`src/rtl/psd_pkg.sv`:
```
package psd_pkg;

    localparam int NW   = 16;
    localparam int AMAX = 5;
    localparam int BMAX = 12;

    typedef struct packed {
        logic [BMAX-1:0] b;
        logic [AMAX-1:0] a;
    } ratio_t;

    typedef enum logic [1:0] {
        WR_IDLE   = 2'd0,
        WR_TAKEN  = 2'd1,
        WR_REJECT = 2'd2
    } wr_res_e;

    function automatic int a_bits(bit wide);
        return wide ? 5 : 4;
    endfunction

    function automatic int p_mod(bit wide);
        return wide ? 32 : 16;
    endfunction

    function automatic int n_floor(bit wide);
        return wide ? 992 : 240;
    endfunction

    function automatic ratio_t split_n(logic [NW-1:0] n, bit wide);
        ratio_t r;
        if (wide) begin
            r.a = n[4:0];
            r.b = {1'b0, n[15:5]};
        end else begin
            r.a = {1'b0, n[3:0]};
            r.b = n[15:4];
        end
        return r;
    endfunction

endpackage

```
`src/rtl/psd_ratio_gate.sv`:
```
module psd_ratio_gate
    import psd_pkg::*;
#(
    parameter bit WIDE_PRESCALER = 1'b1
) (
    input  logic          clk,
    input  logic          rst,
    input  logic          wr_en,
    input  logic [NW-1:0] wr_n,
    input  logic          consume,
    output ratio_t        pend_o,
    output logic          pend_vld_o,
    output logic          err_o
);

    localparam logic [NW-1:0] NMIN = NW'(n_floor(WIDE_PRESCALER));

    ratio_t  cand;
    wr_res_e res;
    ratio_t  pend_q;
    logic    vld_q;
    logic    err_q;

    always_comb begin
        cand = split_n(wr_n, WIDE_PRESCALER);
        if (!wr_en) begin
            res = WR_IDLE;
        end else if ((wr_n >= NMIN) &&
                     (cand.b >= {{(BMAX-AMAX){1'b0}}, cand.a})) begin
            res = WR_TAKEN;
        end else begin
            res = WR_REJECT;
        end
    end

    always_ff @(posedge clk) begin
        if (rst) begin
            pend_q <= split_n(NMIN, WIDE_PRESCALER);
            vld_q  <= 1'b0;
            err_q  <= 1'b0;
        end else begin
            if (consume) begin
                vld_q <= 1'b0;
            end
            case (res)
                WR_TAKEN: begin
                    pend_q <= cand;
                    vld_q  <= 1'b1;
                    err_q  <= 1'b0;
                end
                WR_REJECT: begin
                    err_q  <= 1'b1;
                end
                default: ;
            endcase
        end
    end

    assign pend_o     = pend_q;
    assign pend_vld_o = vld_q;
    assign err_o      = err_q;

endmodule

```
`src/rtl/psd_prog_ctr.sv`:
```
module psd_prog_ctr
    import psd_pkg::*;
#(
    parameter int unsigned RST_B = 31
) (
    input  logic            clk,
    input  logic            rst,
    input  logic [BMAX-1:0] reload_b,
    output logic            term_o
);

    logic [BMAX-1:0] rem_q;

    assign term_o = (rem_q == BMAX'(1));

    always_ff @(posedge clk) begin
        if (rst) begin
            rem_q <= BMAX'(RST_B);
        end else if (term_o) begin
            rem_q <= reload_b;
        end else begin
            rem_q <= rem_q - BMAX'(1);
        end
    end

endmodule

```
`src/rtl/psd_swallow_ctr.sv`:
```
module psd_swallow_ctr
    import psd_pkg::*;
#(
    parameter int unsigned RST_A = 0
) (
    input  logic            clk,
    input  logic            rst,
    input  logic            term_i,
    input  logic [AMAX-1:0] reload_a,
    output logic            swallow_o
);

    logic [AMAX-1:0] rem_q;

    assign swallow_o = (rem_q != '0);

    always_ff @(posedge clk) begin
        if (rst) begin
            rem_q <= AMAX'(RST_A);
        end else if (term_i) begin
            rem_q <= reload_a;
        end else if (swallow_o) begin
            rem_q <= rem_q - AMAX'(1);
        end
    end

endmodule

```
`src/rtl/pulse_swallow_div.sv`:
```
module pulse_swallow_div
    import psd_pkg::*;
#(
    parameter bit WIDE_PRESCALER = 1'b1
) (
    input  logic          clk,
    input  logic          rst,
    input  logic          cfg_we,
    input  logic [NW-1:0] cfg_n,
    output logic          mod_sel,
    output logic          div_out,
    output logic          cfg_err
);

    localparam logic [NW-1:0] NMIN  = NW'(n_floor(WIDE_PRESCALER));
    localparam ratio_t        DEF_R = split_n(NMIN, WIDE_PRESCALER);

    ratio_t pend;
    logic   pend_vld;
    ratio_t act_q;
    ratio_t reload;
    logic   term;

    psd_ratio_gate #(.WIDE_PRESCALER(WIDE_PRESCALER)) u_gate (
        .clk        (clk),
        .rst        (rst),
        .wr_en      (cfg_we),
        .wr_n       (cfg_n),
        .consume    (term),
        .pend_o     (pend),
        .pend_vld_o (pend_vld),
        .err_o      (cfg_err)
    );

    assign reload = pend_vld ? pend : act_q;

    always_ff @(posedge clk) begin
        if (rst) begin
            act_q <= DEF_R;
        end else if (term) begin
            act_q <= reload;
        end
    end

    psd_prog_ctr #(.RST_B(int'(DEF_R.b))) u_bctr (
        .clk      (clk),
        .rst      (rst),
        .reload_b (reload.b),
        .term_o   (term)
    );

    psd_swallow_ctr #(.RST_A(int'(DEF_R.a))) u_actr (
        .clk       (clk),
        .rst       (rst),
        .term_i    (term),
        .reload_a  (reload.a),
        .swallow_o (mod_sel)
    );

    assign div_out = term;

endmodule

```
`config.mk`:
```
export PLATFORM = sky130hd
export DESIGN_NAME = pulse_swallow_div
export DESIGN_NICKNAME = d
export VERILOG_FILES = /design/src/rtl/psd_pkg.sv /design/src/rtl/psd_ratio_gate.sv /design/src/rtl/psd_prog_ctr.sv /design/src/rtl/psd_swallow_ctr.sv /design/src/rtl/pulse_swallow_div.sv
export SDC_FILE = /design/constraint.sdc
export NUM_CORES = 1
export LEC_CHECK = 0
export CORE_MARGIN = 5
export CORE_UTILIZATION = 40
export CTS_CLUSTER_SIZE = 28
export DETAILED_ROUTE_END_ITERATION = 6
export PLACE_DENSITY_LB_ADDON = 0.25
export SLEW_MARGIN = 10
export SYNTH_ARGS = -nofsm -noshare
export SYNTH_HDL_FRONTEND = slang
export SYNTH_SLANG_ARGS = --single-unit
```
`constraint.sdc`:
```
create_clock -name clk -period 2.2 [get_ports clk]
set_input_delay 0.55 -clock clk [delete_from_list [all_inputs] [get_ports clk]]
set_output_delay 0.55 -clock clk [all_outputs]
set_load 0.05 [all_outputs]
```
==> run summary, run 1 <==
Worst vdd ir -> 0.396 mV
Core footprint -> 6280 um2
Die extent in y -> 89.8 um
Final core occ -> 50.1%
Clock transition at path regs -> 0.09 ns
Setup_tns -> -0.213 ns
# H-tree levels -> 2
Fmax -> 414 MHz
Post-synth top flop -> dfxtp_1
Critical path start-end classification -> reg -> out
Share of cells above drive strength 1 -> 15.7%
CTS Buffer Depth -> 2
Final Max Slew Viols -> 0
Power Total -> 0.00231 W
Reg2Reg Depth -> 9
Initial Utilization -> 40.6%
Via density -> 4.99
EDFF count, synth -> 0
Width of the die -> 89.8 um
Violated checks -> negative setup slack
Post-synthesis sequential area ratio -> 40.8%
WL per Instance -> 12.8 um
Setup ws final -> -0.213 ns
DPL Wire Length -> 3660 um
Routability cong. -> 0.796
Avg Cell Area, Syn -> 8.70 um2
Diodes inserted -> 0
First-pass GRT wire length -> 8750 um
Clock Latency Late Sink -> 0.30 ns
Crit end category -> primary output
Post-Place Worst Slack -> -0.213 ns
Final min period -> 2.41 ns
Vias in the first global route -> 1914
Slew @ Worst Pin -> 0.507 ns
Antenna-violating nets left -> 0
CP arrival -> 1.86 ns
DR DRC count -> 0
Busiest grt layer -> met2
Remaining Overflow, GRT -> 0
Top post-synthesis cells by area -> dfxtp_1 41%, mux2i_1 11%, nand2_1 5.3%
Detailed Routing Iterations Pass 1 -> 4
Area Growth Syn to Fin -> 23.5%
LEAKAGE -> 1.24 nW
Most frequent cells in the layout -> 48 x dfxtp_1, 35 x nand2_1, 30 x nor2_1
Via Count -> 2034
Synth Register Bits -> 52
Mapped Cells -> 293
Final setup fails -> 1
Largest net degree at the start of global routing -> 51
Post-CTS Hold Buffers -> 0
Hold path depth -> 2
Cts bufs inserted -> 5
Final hold violation count -> 0
Syn_nets -> 321
DRT iter0 DRCs -> 86
Met1 Use GR -> 17.5%
Clk sink count -> 52
Clock Skew -> 0.00702 ns
Yosys Warn Count -> 0
Synthesized area -> 2550 um2
Count of input and output buffers -> 21
Rel. slew slack -> 65.7%
Unrepaired setup endpoints after global routing -> yes
Fin crit share -> 110%
Met2 GRT Util -> 20.1%
M3 GR Usage -> 3.01%
DIE AREA -> 8070 um2
Asr flop ratio synth -> 0%
Overall Global Routing Usage -> 12.9%
Outcome -> finished, violations left
Initial antenna violation count -> 0
Root Driver -> clkbuf_8
CP Max Fanout -> 2
Commonest non-fill, non-tap cell in the layout -> dfxtp_1
Unique masters post-synth -> 41
Hold Path Class -> reg -> reg
NumNets Final -> 358
Ports -> 22
PwrDens -> 735 nW/um2
Synth area leader -> dfxtp_1
CTS tree -> built
Max cap viols -> 0
Data required time of the critical path -> 1.65 ns
Startpoint Class -> flip-flop
Final wirelength -> 5230 um
Row count -> 29
Yosys top cell area share -> 40.8%
worst max-delay path: stages, from the launching register on:
cell and delay [ns]:
dfxtp_2 0.33, inv_2 0.07, ha_4 0.12, or4b_4 0.44
or3_4 0.41, clkinv_4 0.07, buf_12 0.12
Yosys cell counts (2+ instances only):
master and instances:
nor3b_1 2, o21ai_0 6, a21o_1 3, xor2_1 7, nand2b_1 19, a211o_1 2, a211oi_1 10, xnor2_1 3
dfxtp_1 52, nand3b_1 6, nor2_1 30, inv_1 9, mux2_2 2, clkbuf_1 11, nand3_1 4, buf_6 2
ha_1 9, a21oi_1 23, nor3_1 10, nand2_1 36, mux2i_1 27
report_power, final:
part	leakage [nW]	internal, W	switching, W
Clock	0.0552	0.000338	0.000303
Combinational	0.759	0.000294	0.000319
Sequential	0.424	0.00101	0.0000461
per-stage QoR:
stage,hold slack (ns),cells,area [um2]
after floorplan,0.434,293,2560
final,0.457,408,3150
after CTS,0.459,405,3090
after global routing,0.478,408,3150
after global placement,0.440,394,2950
after detailed placement,0.446,394,2950
cell families (layout without fill, tap and decap cells):
logic type | count (synthesis) | count (layout) | share of synthesized area, %
and+or+nand+nor | 118 | 120 | 23.3
DFF | 52 | 52 | 40.8
AOI/OAI and AO/OA | 49 | 49 | 11.9
muxes | 29 | 29 | 11.5
buffers and inverters | 26 | 62 | 4.66
xor gates and xnor gates | 10 | 10 | 3.44
adders and majority gates | 9 | 9 | 4.42
per-layer routing:
layer	routed length, um	part of all wire, %	vias to the layer above
li1	-	-	1083
met1	2620	50	922
met2	2380	45	25
met3	164	3.1	4
met4	68	1.3	0
met5	0	0	-
layout make-up:
class,count,area [um2]
clock buffers,6,72.6
clock inverters,2,35.0
fillers,616,3130
inverters,10,42.5
multi-input cells,217,1430
flip-flops and latches,52,1050
well taps,77,96.3
repair buffers,44,422
registers in the layout, summed over array words and instances, names as in the netlist:
signal / cells
u_gate.pend_o: 16
u_actr.rem_q: 5
u_gate.pend_vld_o: 1
u_gate.err_o: 1
u_bctr.rem_q: 12
act_q: 17
timing repair:
action | 4_1_cts | 5_1_grt
setup buffers | 3 | 1
setup endpoints to repair | 1 | 27
cloned | 0 | 2
resized for setup | 3 | 11
pin swaps | 2 | 4
final timing paths:
| check | from | endpoint | slack, ns |
|---|---|---|---|
| max | u_bctr.rem_q[1] | div_out | -0.21 |
| max reg2reg | u_bctr.rem_q[1] | act_q[4] | 0.11 |
| min | act_q[0] | act_q[0] | 0.46 |
| min reg2reg | act_q[0] | act_q[0] | 0.46 |
(Power assumes the default switching activity.)
==> inputs of run 2 (changes only) <==
GPL_ROUTABILITY_DRIVEN = 0   (was unset)
SKIP_CTS_REPAIR_TIMING = 1   (was unset)
==> run 2 against run 1 <==
Against the previous run: the run still ends with negative setup slack left; die area did not move; wire length fell by 3.4%; count of clock-buffer cells in the layout did not move; maximum frequency fell by 2.5%; clock skew barely moved; final cell count fell by 0.25%; core utilization fell by 0.50 points; worst setup slack got worse by 0.063 ns; first-iteration DRC count rose by 40%; power fell by 0.38%; critical path type unchanged; critical endpoint unchanged; largest cell class unchanged.
==> run summary, run 2 (synthesis results as in run 1) <==
Top Family by Delay on Critical Path -> simple AND/OR/NAND/NOR gates (unchanged)
Detailed Routing Iterations Pass 1 -> 4 (unchanged)
Clock transition at path regs -> 0.09 ns (about the same)
Sw frac -> 28.7% (was 28.9%)
Clk sink count -> 52 (unchanged)
Biggest register -> act_q (unchanged)
DIE AREA -> 8070 um2 (unchanged)
Final hold violation count -> 0 (unchanged)
Fmax -> 404 MHz (was 414 MHz)
Crit end category -> primary output (unchanged)
Pint -> 0.00164 W (about the same)
Max reg flops -> 17 (unchanged)
Rel. slew slack -> 65.8% (was 65.7%)
WL per Instance -> 12.4 um (was 12.8 um)
Worst path cell trace -> or4_4, nand2b_4, or3_4, inv_6, buf_12 (was inv_2, ha_4, or4b_4, or3_4, clkinv_4, buf_12)
Setup ws final -> -0.275 ns (was -0.213 ns)
Comb power frac -> 26.5% (about the same)
PwrDens -> 740 nW/um2 (was 735 nW/um2)
Count of input and output buffers -> 21 (unchanged)
Initial Utilization -> 40.6% (unchanged)
Outcome -> finished, violations left (unchanged)
Largest net degree at the start of global routing -> 51 (unchanged)
Area Growth Syn to Fin -> 22.2% (was 23.5%)
Worst vdd ir -> 0.395 mV (was 0.396 mV)
Fin crit share -> 113% (was 110%)
Vias in the first global route -> 1897 (was 1914)
Slew @ Worst Pin -> 0.506 ns (was 0.507 ns)
Post-DP Area -> 2950 um2 (unchanged)
Ports -> 22 (unchanged)
Diodes inserted -> 0 (unchanged)
Via density -> 4.95 (was 4.99)
Setup_tns -> -0.275 ns (was -0.213 ns)
Most frequent cells in the layout -> 50 x dfxtp_1, 35 x nand2_1, 30 x nor2_1 (was 48 x dfxtp_1, 35 x nand2_1, 30 x nor2_1)
Remaining Overflow, GRT -> 0 (unchanged)
Antenna-violating nets left -> 0 (unchanged)
Final Max Slew Viols -> 0 (unchanged)
Share of cells above drive strength 1 -> 13.9% (was 15.7%)
Unrepaired setup endpoints after global routing -> yes (unchanged)
DR DRC count -> 0 (unchanged)
CTS tree -> built (unchanged)
Cts bufs inserted -> 5 (unchanged)
LEAKAGE -> 1.24 nW (about the same)
Slowest-stage cell, CP -> or4_4 (was or4b_4)
Initial antenna violation count -> 0 (unchanged)
DPL Wire Length -> 3660 um (unchanged)
Violated checks -> negative setup slack (unchanged)
CP arrival -> 1.93 ns (was 1.86 ns)
Root Driver -> clkbuf_8 (unchanged)
DRT iter0 DRCs -> 120 (was 86)
First-pass GRT wire length -> 8660 um (was 8750 um)
Max cap viols -> 0 (unchanged)
Startpoint Class -> flip-flop (unchanged)
Via Count -> 2016 (was 2034)
Clock Latency Late Sink -> 0.30 ns (about the same)
Reg area -> 1040 um2 (was 1050 um2)
Die extent in y -> 89.8 um (unchanged)
NumNets Final -> 357 (was 358)
Fillers -> 618 (was 616)
# H-tree levels -> 2 (unchanged)
Overall Global Routing Usage -> 12.8% (was 12.9%)
Clock share of power -> 27.6% (was 27.7%)
Hold Path Class -> reg -> reg (unchanged)
Clock Skew -> 0.00732 ns (was 0.00702 ns)
Commonest non-fill, non-tap cell in the layout -> dfxtp_1 (unchanged)
CP Max Fanout -> 5 (was 2)
Final setup fails -> 1 (unchanged)
Sequential cell fraction of total power -> 45.9% (was 45.8%)
Width of the die -> 89.8 um (unchanged)
Hold WS -> 0.457 ns (about the same)
Row count -> 29 (unchanged)
P_sw -> 0.000660 W (was 0.000668 W)
Final wirelength -> 5050 um (was 5230 um)
Area of the multi-input gates -> 1400 um2 (was 1430 um2)
Critical path start-end classification -> reg -> out (unchanged)
Core footprint -> 6280 um2 (unchanged)
CTS Buffer Depth -> 2 (unchanged)
Data required time of the critical path -> 1.65 ns (about the same)
CP max stage delay -> 0.52 ns (was 0.44 ns)
Final min period -> 2.48 ns (was 2.41 ns)
CP bufs+invs -> 2 (was 3)
Final Cell Area -> 3120 um2 (was 3150 um2)
[run 2: worst paths after layout]
kind / from / endpoint / slack, ns / depth (start not counted)
max reg2reg: u_bctr.rem_q[5] / u_bctr.rem_q[5] / 0.10 / 8
min: act_q[0] / act_q[0] / 0.46 / 2
max: u_bctr.rem_q[5] / div_out / -0.28 / 5
min reg2reg: act_q[0] / act_q[0] / 0.46 / 2
[run 2: power by group through the flow]
stage	clock, W	combinational, W	sequential (W)
4_1_cts	0.000667	0.000611	0.00106
5_1_grt	0.000707	0.000671	0.00107
2_1_floorplan	0	0.000406	0.00107
3_5_place_dp	0	0.000608	0.00108
3_3_place_gp	0	0.000601	0.00108
6_report	0.000636	0.000611	0.00106
[run 2: layout make-up]
class / instances / share of cell area [%]
multi-input combinational: 215 / 44.9
sequential: 52 / 33.5
timing repair buffer: 45 / 13.7
tap: 77 / 3.09
clock buffer: 6 / 2.33
inverter: 10 / 1.37
clock inverter: 2 / 1.12
[run 2: metrics by stage]
step / utilization, % / worst slack [ns] / power [W] / instances
floorplan: - / -0.0190 / 0.00148 / 293
global placement: 47.1 / -0.127 / 0.00168 / 394
detailed placement: 47.1 / -0.213 / 0.00169 / 394
CTS: 48.8 / -0.329 / 0.00234 / 402
global route: 49.6 / -0.339 / 0.00245 / 407
finish: 49.6 / -0.275 / 0.00230 / 407
[run 2: worst min-delay path: stages (launching register included)]
cell and delay, ns:
dfxtp_1 0.32, nand2_1 0.05, a21oi_1 0.05
[run 2: layer usage]
layer | global-route usage (%) | up-vias | wire, um
li1 | - | 1078 | -
met1 | 17.4 | 905 | 2520
met2 | 19.8 | 29 | 2290
met3 | 3.01 | 4 | 172
met4 | 4.16 | 0 | 68
met5 | 0 | - | 0
==> inputs of run 3 (changes only) <==
CTS_BUF_LIST = sky130_fd_sc_hd__clkbuf_4 sky130_fd_sc_hd__clkbuf_8 sky130_fd_sc_hd__clkbuf_16   (was unset)
HOLD_SLACK_MARGIN = 0.02   (was unset)
==> run 3 against run 2 <==
Against the previous run: the run still ends with negative setup slack left; flip-flop and latch count unchanged; combinational power is essentially flat; worst setup slack barely moved; maximum frequency is essentially flat; sequential share of layout area hardly changed; global-route usage is essentially flat; count of clock-buffer cells in the layout unchanged; clock skew hardly changed; wire length about the same; critical path type unchanged; first-iteration DRC count decreased by 4.2%; largest cell class unchanged; power grew 0.58%.
==> run summary, run 3 (synthesis results as in run 1) <==
CTS tree -> built (unchanged)
Slowest-stage cell, CP -> or4_4 (unchanged)
DRT iter0 DRCs -> 115 (was 120)
Fin crit share -> 113% (about the same)
WL per Instance -> 12.4 um (about the same)
LEAKAGE -> 1.24 nW (about the same)
Slew @ Worst Pin -> 0.506 ns (unchanged)
Diodes inserted -> 0 (unchanged)
Fmax -> 404 MHz (about the same)
Clk sink count -> 52 (unchanged)
Die extent in y -> 89.8 um (unchanged)
Worst vdd ir -> 0.395 mV (about the same)
Layout Cells excl Fill -> 407 (unchanged)
CP max stage delay -> 0.52 ns (about the same)
Remaining Overflow, GRT -> 0 (unchanged)
Rel. slew slack -> 65.8% (unchanged)
Startpoint Class -> flip-flop (unchanged)
Hold WS -> 0.457 ns (about the same)
NumNets Final -> 357 (unchanged)
Largest net degree at the start of global routing -> 51 (unchanged)
Final Max Slew Viols -> 0 (unchanged)
First-pass GRT wire length -> 8670 um (was 8660 um)
Final min period -> 2.48 ns (about the same)
Initial Utilization -> 40.6% (unchanged)
Clock Skew -> 0.00733 ns (was 0.00732 ns)
Commonest non-fill, non-tap cell in the layout -> dfxtp_1 (unchanged)
Initial antenna violation count -> 0 (unchanged)
Root Driver -> clkbuf_8 (unchanged)
Ports -> 22 (unchanged)
Data required time of the critical path -> 1.65 ns (about the same)
Detailed Routing Iterations Pass 1 -> 4 (unchanged)
Clock Latency Late Sink -> 0.30 ns (about the same)
Post-Place Worst Slack -> -0.213 ns (unchanged)
CTS Buffer Depth -> 2 (unchanged)
Outcome -> finished, violations left (unchanged)
Area of the multi-input gates -> 1400 um2 (unchanged)
Unrepaired setup endpoints after global routing -> yes (unchanged)
Area Growth Syn to Fin -> 22.4% (was 22.2%)
Share of cells above drive strength 1 -> 14.2% (was 13.9%)
Vias in the first global route -> 1898 (was 1897)
Overall Global Routing Usage -> 12.8% (about the same)
Core footprint -> 6280 um2 (unchanged)
Crit end category -> primary output (unchanged)
DPL Wire Length -> 3660 um (unchanged)
Via Count -> 2016 (unchanged)
Count of input and output buffers -> 21 (unchanged)
Clock transition at path regs -> 0.09 ns (about the same)
Row count -> 29 (unchanged)
Biggest register -> act_q (unchanged)
# H-tree levels -> 2 (unchanged)
Antenna-violating nets left -> 0 (unchanged)
Width of the die -> 89.8 um (unchanged)
Pint -> 0.00166 W (was 0.00164 W)
Setup ws final -> -0.275 ns (about the same)
Final setup fails -> 1 (unchanged)
Violated checks -> negative setup slack (unchanged)
Critical path start-end classification -> reg -> out (unchanged)
Fillers -> 617 (was 618)
DIE AREA -> 8070 um2 (unchanged)
Max reg flops -> 17 (unchanged)
Worst path cell trace -> or4_4, nand2b_4, or3_4, inv_6, buf_12 (unchanged)
Sw frac -> 28.5% (was 28.7%)
PwrDens -> 743 nW/um2 (was 740 nW/um2)
Placed cell count -> 394 (unchanged)
Reg area -> 1040 um2 (unchanged)
Via density -> 4.95 (unchanged)
Most frequent cells in the layout -> 50 x dfxtp_1, 35 x nand2_1, 30 x nor2_1 (unchanged)
Sequential cell fraction of total power -> 45.6% (was 45.9%)
Cts bufs inserted -> 5 (unchanged)
P_sw -> 0.000661 W (was 0.000660 W)
Hold Path Class -> reg -> reg (unchanged)
Final hold violation count -> 0 (unchanged)
Comb power frac -> 26.4% (was 26.5%)
Final wirelength -> 5050 um (about the same)
Clock share of power -> 28.0% (was 27.6%)
Max cap viols -> 0 (unchanged)
CP Max Fanout -> 5 (unchanged)
DR DRC count -> 0 (unchanged)
CP arrival -> 1.93 ns (about the same)
run 3: cell count changes in the layout (fill, tap and decap cells not counted):
| cell | before | now |
|---|---|---|
| clkbuf_1 | 1 | 0 |
| clkbuf_4 | 0 | 1 |
run 3: worst paths after layout:
kind | start | endpoint | slack [ns] | depth (start not counted)
max | u_bctr.rem_q[5] | div_out | -0.28 | 5
min reg2reg | act_q[0] | act_q[0] | 0.46 | 2
min | act_q[0] | act_q[0] | 0.46 | 2
max reg2reg | u_bctr.rem_q[5] | u_bctr.rem_q[5] | 0.10 | 8
run 3: per-layer routing:
layer | share of wire (%) | GRT usage [%] | routed length [um]
met5 | 0 | 0 | 0
met4 | 1.3 | 4.16 | 68
met1 | 50 | 17.5 | 2530
met2 | 45 | 19.7 | 2280
met3 | 3.4 | 3.01 | 172
run 3: final cells by class:
type	instances	area share, %
inverters	10	1.36
well taps	77	3.09
flip-flops and latches	52	33.5
repair buffers	45	13.6
clock inverters	2	1.12
clock buffers	6	2.45
multi-input cells	215	44.9
run 3: through the flow:
step	utilization [%]	instance area, um2	total power [W]	setup TNS (ns)
2_1_floorplan	-	2560	0.00148	-0.0190
3_3_place_gp	47.1	2950	0.00168	-1.89
3_5_place_dp	47.1	2950	0.00169	-2.75
4_1_cts	48.8	3070	0.00235	-0.329
5_1_grt	49.7	3120	0.00246	-0.339
6_report	49.7	3120	0.00232	-0.275
run 3: power by group through the flow:
stage	combinational, W	clock [W]	sequential [W]
2_1_floorplan	0.000406	0	0.00107
3_3_place_gp	0.000601	0	0.00108
3_5_place_dp	0.000608	0	0.00108
4_1_cts	0.000611	0.000679	0.00106
5_1_grt	0.000671	0.000723	0.00107
6_report	0.000611	0.000649	0.00106
run 3: critical path, delay by kind of cell, from the launching register on:
family | cells | cell delay, ns
buffers and inverters | 2 | 0.22
flip-flops | 1 | 0.32
AND/OR/NAND/NOR | 3 | 1.08
